### src/rtl/uart_dri_pkg.sv
package uart_dri_pkg;
  typedef struct packed {
    logic loadTx;
    logic popRx;
  } dri_strobe_t;

  typedef struct packed {
    logic rxActive;
    logic rxFull;
    logic txEmpty;
  } dri_status_t;
endpackage

### src/rtl/uart_dri_ctrl.sv
module uart_dri_ctrl
  import uart_dri_pkg::*;
#(
  parameter int ADDR_W    = 2,
  parameter int STAT_ADDR = 0,
  parameter int DATA_ADDR = 1
) (
  input  logic        clk,
  input  logic        rstN,
  input  logic        busRd,
  input  logic        busWr,
  input  logic [ADDR_W-1:0] busAddr,
  input  logic        cfgFifoEn,
  input  logic        cfgTxDmaEn,
  input  logic        cfgRxDmaEn,
  input  logic        txTake,
  input  logic        rxPush,
  input  logic        rxStartLow,
  input  logic        rxFalseStart,
  input  logic        rxPreamble,
  output dri_strobe_t strb,
  output dri_status_t stat
);
  localparam logic [ADDR_W-1:0] StatA = ADDR_W'(STAT_ADDR);
  localparam logic [ADDR_W-1:0] DataA = ADDR_W'(DATA_ADDR);

  logic txEmpty, rxFull, rxActive, txArm, rxArm;
  logic statRd, dataRd, dataWr, txBypass, rxBypass, rxClear;

  assign statRd   = busRd && (busAddr == StatA);
  assign dataRd   = busRd && (busAddr == DataA);
  assign dataWr   = busWr && (busAddr == DataA);
  assign txBypass = cfgFifoEn || cfgTxDmaEn;
  assign rxBypass = cfgFifoEn || cfgRxDmaEn;
  assign rxClear  = rxFalseStart || rxPreamble || rxPush;

  assign strb.loadTx = dataWr && txEmpty && (txArm || txBypass);
  assign strb.popRx  = dataRd && rxFull && (rxArm || rxBypass);

  assign stat.txEmpty  = txEmpty;
  assign stat.rxFull   = rxFull;
  assign stat.rxActive = rxActive;

  always_ff @(posedge clk or negedge rstN) begin
    if (!rstN) begin
      txEmpty <= 1'b1;
      txArm   <= 1'b0;
    end else begin
      if (strb.loadTx)             txEmpty <= 1'b0;
      else if (txTake && !txEmpty) txEmpty <= 1'b1;

      if (strb.loadTx)   txArm <= 1'b0;
      else if (statRd)   txArm <= txEmpty;
      else if (!txEmpty) txArm <= 1'b0;
    end
  end

  always_ff @(posedge clk or negedge rstN) begin
    if (!rstN) begin
      rxFull <= 1'b0;
      rxArm  <= 1'b0;
    end else begin
      if (rxPush)           rxFull <= 1'b1;
      else if (strb.popRx)  rxFull <= 1'b0;

      if (strb.popRx)       rxArm <= 1'b0;
      else if (statRd)      rxArm <= rxFull;
      else if (!rxFull)     rxArm <= 1'b0;
    end
  end

  always_ff @(posedge clk or negedge rstN) begin
    if (!rstN)           rxActive <= 1'b0;
    else if (rxClear)    rxActive <= 1'b0;
    else if (rxStartLow) rxActive <= 1'b1;
  end

  assert_load_needs_empty_R6: assert property (@(posedge clk) disable iff (!rstN)
    strb.loadTx |-> txEmpty);
  assert_load_fills_R5: assert property (@(posedge clk) disable iff (!rstN)
    strb.loadTx |=> !txEmpty);
  assert_unbypassed_load_armed_R4: assert property (@(posedge clk) disable iff (!rstN)
    (strb.loadTx && !txBypass) |-> txArm);
  assert_pop_needs_full_R7: assert property (@(posedge clk) disable iff (!rstN)
    strb.popRx |-> rxFull);
  assert_unbypassed_pop_armed_R8: assert property (@(posedge clk) disable iff (!rstN)
    (strb.popRx && !rxBypass) |-> rxArm);
  assert_status_arms_tx_R5: assert property (@(posedge clk) disable iff (!rstN)
    (statRd && txEmpty) |=> txArm);
  assert_status_arms_rx_R11: assert property (@(posedge clk) disable iff (!rstN)
    (statRd && rxFull) |=> rxArm);
  assert_active_set_R12: assert property (@(posedge clk) disable iff (!rstN)
    (rxStartLow && !rxClear) |=> rxActive);
  assert_active_clear_R12: assert property (@(posedge clk) disable iff (!rstN)
    rxClear |=> !rxActive);
endmodule

### src/rtl/uart_dri_datapath.sv
module uart_dri_datapath
  import uart_dri_pkg::*;
#(
  parameter int ADDR_W    = 2,
  parameter int BUS_W     = 16,
  parameter int CHAR_W    = 9,
  parameter int STAT_ADDR = 0,
  parameter int DATA_ADDR = 1
) (
  input  logic              clk,
  input  logic              rstN,
  input  logic              busRd,
  input  logic [ADDR_W-1:0] busAddr,
  input  logic [CHAR_W-1:0] wrChar,
  input  logic              cfgEightBit,
  input  dri_strobe_t       strb,
  input  dri_status_t       stat,
  input  logic              rxPush,
  input  logic [CHAR_W-1:0] rxChar,
  output logic [CHAR_W-1:0] txData,
  output logic [BUS_W-1:0]  busRdata
);
  localparam logic [ADDR_W-1:0] StatA = ADDR_W'(STAT_ADDR);
  localparam logic [ADDR_W-1:0] DataA = ADDR_W'(DATA_ADDR);
  localparam logic [CHAR_W-1:0] FullMask  = '1;
  localparam logic [CHAR_W-1:0] ShortMask = CHAR_W'(8'hFF);

  logic [CHAR_W-1:0] charMask, txHold, rxBuf;

  assign charMask = cfgEightBit ? ShortMask : FullMask;
  assign txData   = txHold;

  always_ff @(posedge clk or negedge rstN) begin
    if (!rstN) begin
      txHold <= '0;
      rxBuf  <= '0;
    end else begin
      if (strb.loadTx) txHold <= wrChar & charMask;
      if (rxPush)      rxBuf  <= rxChar;
    end
  end

  always_comb begin
    busRdata = '0;
    if (busRd && busAddr == DataA)      busRdata = BUS_W'(rxBuf & charMask);
    else if (busRd && busAddr == StatA) busRdata = BUS_W'(stat);
  end

  assert_reserved_zero_R3: assert property (@(posedge clk) disable iff (!rstN)
    busRdata[BUS_W-1:CHAR_W] == '0);
endmodule

### src/rtl/uart_dri_top.sv
module uart_dri_top
  import uart_dri_pkg::*;
#(
  parameter int ADDR_W    = 2,
  parameter int BUS_W     = 16,
  parameter int CHAR_W    = 9,
  parameter int STAT_ADDR = 0,
  parameter int DATA_ADDR = 1
) (
  input  logic              clk,
  input  logic              rstN,
  input  logic              busRd,
  input  logic              busWr,
  input  logic [ADDR_W-1:0] busAddr,
  input  logic [BUS_W-1:0]  busWdata,
  output logic [BUS_W-1:0]  busRdata,
  input  logic              cfgFifoEn,
  input  logic              cfgTxDmaEn,
  input  logic              cfgRxDmaEn,
  input  logic              cfgEightBit,
  output logic              txValid,
  output logic [CHAR_W-1:0] txData,
  input  logic              txTake,
  input  logic              rxPush,
  input  logic [CHAR_W-1:0] rxChar,
  output logic              rxPop,
  input  logic              rxStartLow,
  input  logic              rxFalseStart,
  input  logic              rxPreamble
);
  dri_strobe_t strb;
  dri_status_t stat;

  assign txValid = !stat.txEmpty;
  assign rxPop   = strb.popRx;

  uart_dri_ctrl #(
    .ADDR_W(ADDR_W), .STAT_ADDR(STAT_ADDR), .DATA_ADDR(DATA_ADDR)
  ) u_ctrl (
    .clk(clk), .rstN(rstN), .busRd(busRd), .busWr(busWr), .busAddr(busAddr),
    .cfgFifoEn(cfgFifoEn), .cfgTxDmaEn(cfgTxDmaEn), .cfgRxDmaEn(cfgRxDmaEn),
    .txTake(txTake), .rxPush(rxPush), .rxStartLow(rxStartLow),
    .rxFalseStart(rxFalseStart), .rxPreamble(rxPreamble),
    .strb(strb), .stat(stat)
  );

  uart_dri_datapath #(
    .ADDR_W(ADDR_W), .BUS_W(BUS_W), .CHAR_W(CHAR_W),
    .STAT_ADDR(STAT_ADDR), .DATA_ADDR(DATA_ADDR)
  ) u_dp (
    .clk(clk), .rstN(rstN), .busRd(busRd), .busAddr(busAddr),
    .wrChar(busWdata[CHAR_W-1:0]), .cfgEightBit(cfgEightBit),
    .strb(strb), .stat(stat), .rxPush(rxPush), .rxChar(rxChar),
    .txData(txData), .busRdata(busRdata)
  );
endmodule

### config.mk
export PLATFORM = sky130hd
export DESIGN_NAME = uart_dri_top
export DESIGN_NICKNAME = d
export VERILOG_FILES = /design/src/rtl/uart_dri_pkg.sv /design/src/rtl/uart_dri_ctrl.sv /design/src/rtl/uart_dri_datapath.sv /design/src/rtl/uart_dri_top.sv
export SDC_FILE = /design/constraint.sdc
export NUM_CORES = 1
export LEC_CHECK = 0
export ABC_AREA = 1
export ABC_CLOCK_PERIOD_IN_PS = 1330
export BUFFER_PORTS_ARGS = -buffer_cell sky130_fd_sc_hd__buf_2
export CORE_MARGIN = 3
export CORE_UTILIZATION = 38
export CTS_CLUSTER_SIZE = 25
export DETAILED_ROUTE_END_ITERATION = 12
export PLACE_DENSITY = 0.75
export SETUP_SLACK_MARGIN = 0.15
export SLEW_MARGIN = 5
export SYNTH_ARGS = -nofsm -noshare
export SYNTH_HDL_FRONTEND = slang
export SYNTH_SLANG_ARGS = --single-unit
### constraint.sdc
create_clock -name clk -period 1.33 [get_ports clk]
set_clock_uncertainty 0.2 [all_clocks]
set_input_delay 0.133 -clock clk [delete_from_list [all_inputs] [get_ports clk]]
set_output_delay 0.133 -clock clk [all_outputs]
set_load 0.01 [all_outputs]
**After elaboration in Yosys (flattened, before gate mapping)**

Cells that the tools add are included.

- Bits in registers: 23
- Latch bits: 0
- Memory bits (writable): 0
- ROM bits: 0
- Bits of input ports: 40
- Word-level logic and storage cells: 46
- Memories: 0

- $add $sub $neg: 0
- Multiply operators: 0
- Divide/modulo/power cells: 0
- $lt $le $gt $ge: 0
- Equality and inequality tests: 3
- Shift-type cells: 0
- Multiplexer cells: 15
- Bitwise logic cells: 2
- Reductions and logical operators: 19

Operators by type and width:

| cell | number |
|---|---|
| 9-bit bitwise AND | 2 |
| 16-bit 2-to-1 mux | 1 |
| 1-bit 2-to-1 mux | 12 |
| 9-bit 2-to-1 mux | 1 |
| 1-bit logical AND | 8 |
| 1-bit logical OR | 6 |
| 3-bit != test, second input constant | 2 |
| 2-bit nonzero test | 3 |
| 3-bit 2-to-1 mux | 1 |
| 2-bit by 1-bit equality test with 1-bit output, second input constant | 1 |
| 2-bit logical NOT | 1 |
| 1-bit logical NOT | 1 |

**Longest topological paths before layout**

Gate-level depths: netlist (run 1).

- Depth in word-level cells: 6
- Mapped depth: 6
- Gate-level depth less buffers: 6

**Hierarchy**

Synthesis (run 1) repeated with hierarchy kept, for this count alone.

- Cells, all modules: 143
- Area, all modules: 1138.6 um2

By module, submodules not included:

| module | times used | cells an instance | area an instance (um2) | seq. area each (um2) |
|---|---|---|---|---|
| uart_dri_datapath | 1 | 104 | 870.8 | 450.4 |
| uart_dri_ctrl | 1 | 38 | 264.0 | 126.4 |
| uart_dri_top | 1 | 1 | 3.8 | 0.0 |

**Worst setup path before layout (run 1)**

OpenSTA, ideal clock, no wires.

- Path type: register to register
- Start point: register u_ctrl.txEmpty
- End point: register u_ctrl.txArm
- Setup time: 0.117 ns
- Arrival: 0.985 ns
- Path slack: 0.029 ns
- Stages on the path, launching flop included: 6
- Path buffers: 0
- Clock period less this slack: 1.301 ns
- Path through: dfstp_2 -> nand2_2 -> nor2_8 -> nand2_4 -> nand2_2 -> nor2_1

- Word-level cells in the longest chain between the ends: 3

RTL lines:

| what | RTL line | RTL |
|---|---|---|
| start: declaration | uart_dri_ctrl.sv:27 | `logic txEmpty, rxFull, rxActive, txArm, rxArm;` |
| start signal: assignment | uart_dri_ctrl.sv:46 | `txEmpty <= 1'b1;` |
| start signal: assignment | uart_dri_ctrl.sv:49 | `if (strb.loadTx) txEmpty <= 1'b0;` |
| start signal: assignment | uart_dri_ctrl.sv:50 | `else if (txTake && !txEmpty) txEmpty <= 1'b1;` |
| 1-bit logical AND (2 in series) | uart_dri_ctrl.sv:37 | `assign strb.loadTx = dataWr && txEmpty && (txArm \|\| txBypass);` |
| 3-bit != test (no line) / 1-bit 2-to-1 mux (equally long branches) | -- |  |
| end signal: assignment | uart_dri_ctrl.sv:53 | `else if (statRd) txArm <= txEmpty;` |
| end: declaration | uart_dri_ctrl.sv:27 |  |

Several ways; a longest one is shown, not always the timed one.
A chain may end at the register's enable or synchronous reset.

**Worst setup path after layout (run 1)**

- Start point: register u_ctrl.txEmpty
- End point: output txValid

- Word-level cells in the longest chain between the ends: 1

RTL lines:

| what | RTL line | RTL |
|---|---|---|
| 1-bit logical NOT | uart_dri_top.sv:34 | `assign txValid = !stat.txEmpty;` |
| end: declaration | uart_dri_top.sv:21 | `output logic txValid,` |

Every way passes these cells.

==> metrics.md, run 1 <==
| Metric | Value |
|---|---|
| Status | finished, violations left |
| Failing checks | setup timing |
| Max Cap Viol | 0 |
| Global-route wire length before repair | 4.81 mm |
| Crit. End Element | output port |
| Initial DRC count | 46 |
| Post-layout instance area | 1840 um^2 |
| Routability Congestion | 0.728 |
| Post-route ant nets | 0 |
| Post-route insts no fill | 256 |
| Detailed placement HPWL | 1.90 mm |
| Sw Ratio | 0.337 |
| P_leak | 1.03 nW |
| Reg-to-Reg Start | u_ctrl.txEmpty |
| CP max stage cell | dfstp_2 |
| Worst hold margin | 0.0372 ns |
| Final Hold Vio Count | 0 |
| Synth top area share | 0.495 |
| Data arrival, critical path | 1.16 ns |
| Fmax | 0.669 GHz |
| Ys Warns | 0 |
| Drt wl/cell | 12.4 um |
| Total wire length | 3.17 mm |
| Sequential area share after synthesis | 0.519 |
| Worst EP required | 1.00 ns |
| # IOs | 67 |
| Share of layout cells above drive strength 1 | 0.425 |
| CTS tree | yes |
| Top post-synthesis cells by area | dfrtp_1 (49%), nand2_1 (11%), inv_1 (5.1%) |
| Startpoint Class | flip-flop |
| Grt ovf | 0 |
| CTS Buffer Depth | 2 |
| Residual DRC count | 0 |
| CTS sink count | 23 |
| Period utilisation layout | 1.12 |
| PD cells | 1280 nW/um^2 |
| Sw power | 0.790 mW |
| Sequential share of power | 0.426 |
| Share of total power in the clock network | 0.137 |
| Width of the die | 60.1 um |
| All-Layer GR Usage | 0.180 |
| Via-to-Cell Ratio | 4.51 |
| Initial antenna violation count | 0 |
| TritonRoute pass-1 iters | 4 |
| Mapped Cells | 131 |
| Die Span Y | 60.1 um |
| Placed Instance Area | 1390 um^2 |
| Clock Pin Slew Worst Setup and Hold Paths | 0.12 ns |
| Synthesis-to-finish area growth | 65.1% |
| Setup violations, final | 15 |
| Inst Count DP | 210 |
| CP peak stage delay | 0.57 ns |
| Htree depth | 1 |
| Vias in the first global route | 1154 |
| Worst setup margin | -0.165 ns |
| #FFs+latches synth | 23 |
| Largest net degree at the start of global routing | 24 |
| CP startpoint | u_ctrl.txEmpty |
| Starting Density | 0.422 |
| CTS buffer count | 3 |
| Syn_area_per_cell | 8.49 um^2 |
| CP Cell Sequence | inv_2, buf_4, buf_6 |
| Hold_sp | cfgRxDmaEn |
| CP delay by family, top | flip-flops |
| Row cnt | 18 |
| Yosys top cell by area | dfrtp_1 |
| Skew-Pair Late Insertion Delay | 0.30 ns |
| Final nets | 267 |
| WP buf/inv | 3 |
| Power Total | 2.34 mW |
| Period minus WS final | 1.49 ns |
| Number of I/O port buffers | 52 |
| Max-slew violation count | 0 |
| Setup CP Type | reg2out |
| Post-synth cell types | 22 |
| Full die area | 3610 um^2 |
| Logic gate share of total power | 0.437 |
| Worst VDD drop | 0.949 mV |
| RSZ-0062 raised after global routing | yes |
| Worst Hold Class | in2reg |
| CP Max Fanout | 2 |
| Placeable Area | 2640 um^2 |
| Clock Tree Root | clkbuf_4 |
| Pre-CTS setup slack | -0.0228 ns |
| Mapped Area | 1110 um^2 |
| Int Pwr | 1.55 mW |
| Via count | 1154 |
| Antenna Cells | 0 |
==> logic make-up after synthesis <==
logic type             synth area share
and+or+nand+nor                   0.295
buffers and inverters             0.121
DFF                               0.519
AOI/OAI and AO/OA                0.0619
other                           0.00337
==> metal layers <==
| layer | vias up | share of wire | track usage | wire length (um) |
|---|---|---|---|---|
| met5 | - | 0 | 0 | 0 |
| met3 | 2 | 0.051 | 0.0324 | 161 |
| li1 | 581 | - | - | - |
| met4 | 0 | 0.0044 | 0.0601 | 14 |
| met1 | 524 | 0.40 | 0.202 | 1280 |
| met2 | 47 | 0.54 | 0.336 | 1720 |
==> cell usage after synthesis (all sizes together) <==
library cell  count
o22ai             1
nor4              1
nand2            40
o21bai            1
nand4             1
clkbuf            2
nor2             13
nand3            10
buf               8
conb              1
nor3              2
o21ai            11
dfstp             1
inv              17
dfrtp            22
==> worst register-to-register path, stage by stage, from the launching register on <==
cell,delay (ns)
dfstp_2,0.57
buf_4,0.13
nand2_4,0.06
nor2_8,0.14
buf_12,0.14
nand3_1,0.06
nand2_1,0.10
==> state kept, by name, summed over array words and instances, names as in the netlist <==
register	count
u_dp.rxBuf	9
u_dp.txData	9
u_ctrl.rxActive	1
u_ctrl.rxArm	1
u_ctrl.rxFull	1
u_ctrl.txArm	1
u_ctrl.txEmpty	1
==> final cells by class <==
type                    instances  area [um^2]
multi-input cells              88          457
fillers                       208          798
clock buffers                   3         22.5
well taps                      30         37.5
flip-flops and latches         23          577
inverters                      17         63.8
repair buffers                 94          674
clock inverters                 1         5.00
==> worst paths after layout <==
path,slack [ns],cells after the start,to
worst max-delay path,-0.16,3,txValid
worst min-delay path,0.04,6,u_ctrl.rxFull
worst max register to register,-0.12,6,u_dp.txData[3]
worst min register to register,0.30,2,u_dp.txData[2]
max in group asynchronous,0.45,2,u_ctrl.txEmpty
min in group asynchronous,0.12,2,u_dp.txData[3]
==> cells in the final DEF, fill, tap and decap left out <==
cell type and instances:
nor2_8 1, nand2_4 4, buf_2 48, nand2_2 4
nor2_1 11, buf_6 3, clkbuf_4 4, buf_4 15
o21ai_1 2, o22ai_2 1, dlygate4sd3_1 26, nor2_2 1
nand3_2 1, o21ai_0 9, dfstp_2 1, buf_12 1
nand3_1 9, nand4_1 1, conb_1 7, o21bai_1 1
nor3_2 2, clkinv_2 1, nand2_1 33, inv_2 8
nor4_2 1, inv_1 9, dfrtp_1 22
==> through the flow <==
step           setup TNS (ns)  utilization
2_1_floorplan               0            -
3_3_place_gp                0        0.526
3_5_place_dp          -0.0228        0.526
4_1_cts                 -1.10        0.664
5_1_grt                 -2.58        0.697
6_report                -1.40        0.697
==> power by group through the flow <==
| stage | Sequential [mW] | Combinational [mW] | Clock, mW |
|---|---|---|---|
| after floorplan | 1.06 | 0.297 | 0 |
| after global placement | 0.993 | 0.609 | 0 |
| after detailed placement | 1.01 | 0.625 | 0 |
| after CTS | 0.979 | 0.822 | 0.338 |
| after global routing | 1.01 | 1.12 | 0.378 |
| final | 0.999 | 1.02 | 0.320 |
==> timing repair <==
item                                   in CTS  in global routing
cloned                                      1                  0
buffers inserted                            8                  7
hold buffers                               26                  0
pin swaps                                   7                  3
setup endpoints to repair                  31                 33
endpoints found under the hold margin      45                  0
gates resized for setup                     5                 10
Note: power is estimated with default switching activity, not from simulation.
==> inputs of run 2 (changes only) <==
--- a/config.mk
+++ b/config.mk
@@ -6,13 +6,14 @@
 export NUM_CORES = 1
 export LEC_CHECK = 0
 export ABC_AREA = 1
-export ABC_CLOCK_PERIOD_IN_PS = 1330
 export BUFFER_PORTS_ARGS = -buffer_cell sky130_fd_sc_hd__buf_2
+export CELL_PAD_IN_SITES_DETAIL_PLACEMENT = 1
+export CELL_PAD_IN_SITES_GLOBAL_PLACEMENT = 1
 export CORE_MARGIN = 3
-export CORE_UTILIZATION = 38
+export CORE_UTILIZATION = 26
 export CTS_CLUSTER_SIZE = 25
 export DETAILED_ROUTE_END_ITERATION = 12
-export PLACE_DENSITY = 0.75
+export PLACE_DENSITY_LB_ADDON = 0.1
 export SETUP_SLACK_MARGIN = 0.15
 export SLEW_MARGIN = 5
 export SYNTH_ARGS = -nofsm -noshare
==> run 2 against run 1 <==
The flow still finishes with violations (setup timing). Register-to-register slack better by 0.03 ns. Global-route usage fell by 4.2 points. First-iteration DRC count down 57%. Fmax increased by 5.6%. Clock power is 38% higher. Clock-buffer cell count grew 1. Routed wire length increased by 9.3%. Via count grew 0.61%. Setup slack better by 0.080 ns.
==> metrics.md, run 2 (synthesis gave the netlist of run 1 again) <==
| Metric | Value |
|---|---|
| Sum Neg Setup Slack | -0.894 ns |
| Htree depth | 1 |
| Width of the die | 71.4 um |
| Residual DRC count | 0 |
| Period utilisation layout | 1.06 |
| Post-route ant nets | 0 |
| Total wire length | 3.46 mm |
| Failing checks | setup timing |
| RSZ-0062 raised after global routing | yes |
| Max-Slew Margin vs Limit | 0.635 |
| Tightest Pin Transition | 0.548 ns |
| Status | finished, violations left |
| CTS tree | yes |
| Data arrival, critical path | 1.42 ns |
| Routability Congestion | 0.775 |
| Drt wl/cell | 13.0 um |
| Max Cap Viol | 0 |
| P_leak | 1.00 nW |
| Clock Pin Slew Worst Setup and Hold Paths | 0.09 ns |
| Logic gate share of total power | 0.379 |
| CP peak stage delay | 0.55 ns |
| Period minus WS final | 1.42 ns |
| Clock Tree Root | clkbuf_8 |
| Row cnt | 23 |
| CP Cell Sequence | buf_6, nand2_4, nor2_8, clkbuf_16, nand3_2, nand2_1 |
| PD cells | 1240 nW/um^2 |
| Final nets | 258 |
| Sequential share of power | 0.430 |
| Sw power | 0.778 mW |
| Sw Ratio | 0.337 |
| Grt ovf | 0 |
| Detailed placement HPWL | 2.21 mm |
| Synthesis-to-finish area growth | 67.3% |
| # IOs | 67 |
| All-Layer GR Usage | 0.138 |
| CTS Buffer Depth | 2 |
| Starting Density | 0.274 |
| Share of layout cells above drive strength 1 | 0.433 |
| Crit. End Element | flip-flop |
| Setup violations, final | 13 |
| CP Max Fanout | 4 |
| Number of I/O port buffers | 52 |
| Worst Hold Class | in2reg |
| Worst hold margin | 0.0453 ns |
| Startpoint Class | flip-flop |
| Skew-Pair Late Insertion Delay | 0.26 ns |
| Power Total | 2.31 mW |
| CP max stage cell | dfstp_2 |
| Via count | 1161 |
| Global-route wire length before repair | 5.57 mm |
| Fmax | 0.707 GHz |
| Vias in the first global route | 1183 |
| Worst EP required | 1.34 ns |
| Pre-CTS setup slack | 0.0248 ns |
| Initial antenna violation count | 0 |
| Final Hold Vio Count | 0 |
| Die Span Y | 71.4 um |
| Via-to-Cell Ratio | 4.35 |
| Worst setup margin | -0.0852 ns |
| CTS buffer count | 3 |
| TritonRoute pass-1 iters | 4 |
| Max-slew violation count | 0 |
| Setup CP Type | reg2reg |
| Full die area | 5100 um^2 |
| Inst Count DP | 231 |
| Antenna Cells | 0 |
| Initial DRC count | 20 |
| Share of total power in the clock network | 0.192 |
| Worst VDD drop | 0.474 mV |
| Int Pwr | 1.53 mW |
| Placeable Area | 4060 um^2 |
| Post-route insts no fill | 267 |
| Largest net degree at the start of global routing | 24 |
| Most frequent cells in the layout | buf_2 (51), nand2_1 (32), dlygate4sd3_1 (24) |
| Commonest non-fill, non-tap cell in the layout | buf_2 |
| CTS sink count | 23 |
run 2: metrics by stage:
stage / cell area, um^2 / util
finish: 1860 / 0.459
detailed placement: 1420 / 0.350
global placement: 1420 / 0.350
floorplan: 1140 / -
CTS: 1760 / 0.434
global route: 1860 / 0.459
run 2: final timing paths:
path / start / endpoint / slack [ns] / cells past startpoint
worst min-delay path: busRd / u_ctrl.rxArm / 0.05 / 4
worst max-delay path: u_ctrl.txEmpty / u_dp.txData[4] / -0.09 / 6
min in group asynchronous: rstN / u_dp.txData[3] / 0.17 / 2
worst max register to register: u_ctrl.txEmpty / u_dp.txData[4] / -0.09 / 6
worst min register to register: u_dp.txData[6] / u_dp.txData[6] / 0.28 / 2
max in group asynchronous: rstN / u_ctrl.txEmpty / 0.38 / 2
run 2: layout make-up:
cell class | instances | area (um^2)
Fill cell | 485 | 2200
Timing Repair Buffer | 86 | 619
Sequential cell | 23 | 577
Multi-Input combinational cell | 87 | 493
Inverter | 17 | 63.8
Tap cell | 50 | 62.6
Clock buffer | 4 | 45.0
run 2: worst max-delay path: cells and delay by family, from the launching register on:
family	cells	cell delay, ns
AND/OR/NAND/NOR	4	0.33
buffers and inverters	2	0.27
flip-flops	1	0.55
run 2: what timing repair did:
action	4_1_cts	5_1_grt
resized for setup	7	15
pin swaps	7	3
buffers inserted	4	3
endpoints found under the hold margin	42	0
endpoints found under the setup margin	22	22
cloned	0	1
hold buffers	24	0
run 2: power groups by stage:
stage          Sequential [mW]  Combinational (mW)  Clock [mW]
2_1_floorplan             1.06               0.297           0
3_3_place_gp              1.00               0.623           0
3_5_place_dp              1.01               0.645           0
4_1_cts                  0.985               0.791       0.460
5_1_grt                   1.02               0.962       0.493
6_report                 0.990               0.873       0.443
run 2: per-layer routing:
| layer | GRT usage | wire length (um) |
|---|---|---|
| met1 | 0.169 | 1380 |
| met2 | 0.249 | 1870 |
| met3 | 0.0196 | 178 |
| met4 | 0.0459 | 40 |
| met5 | 0 | 0 |
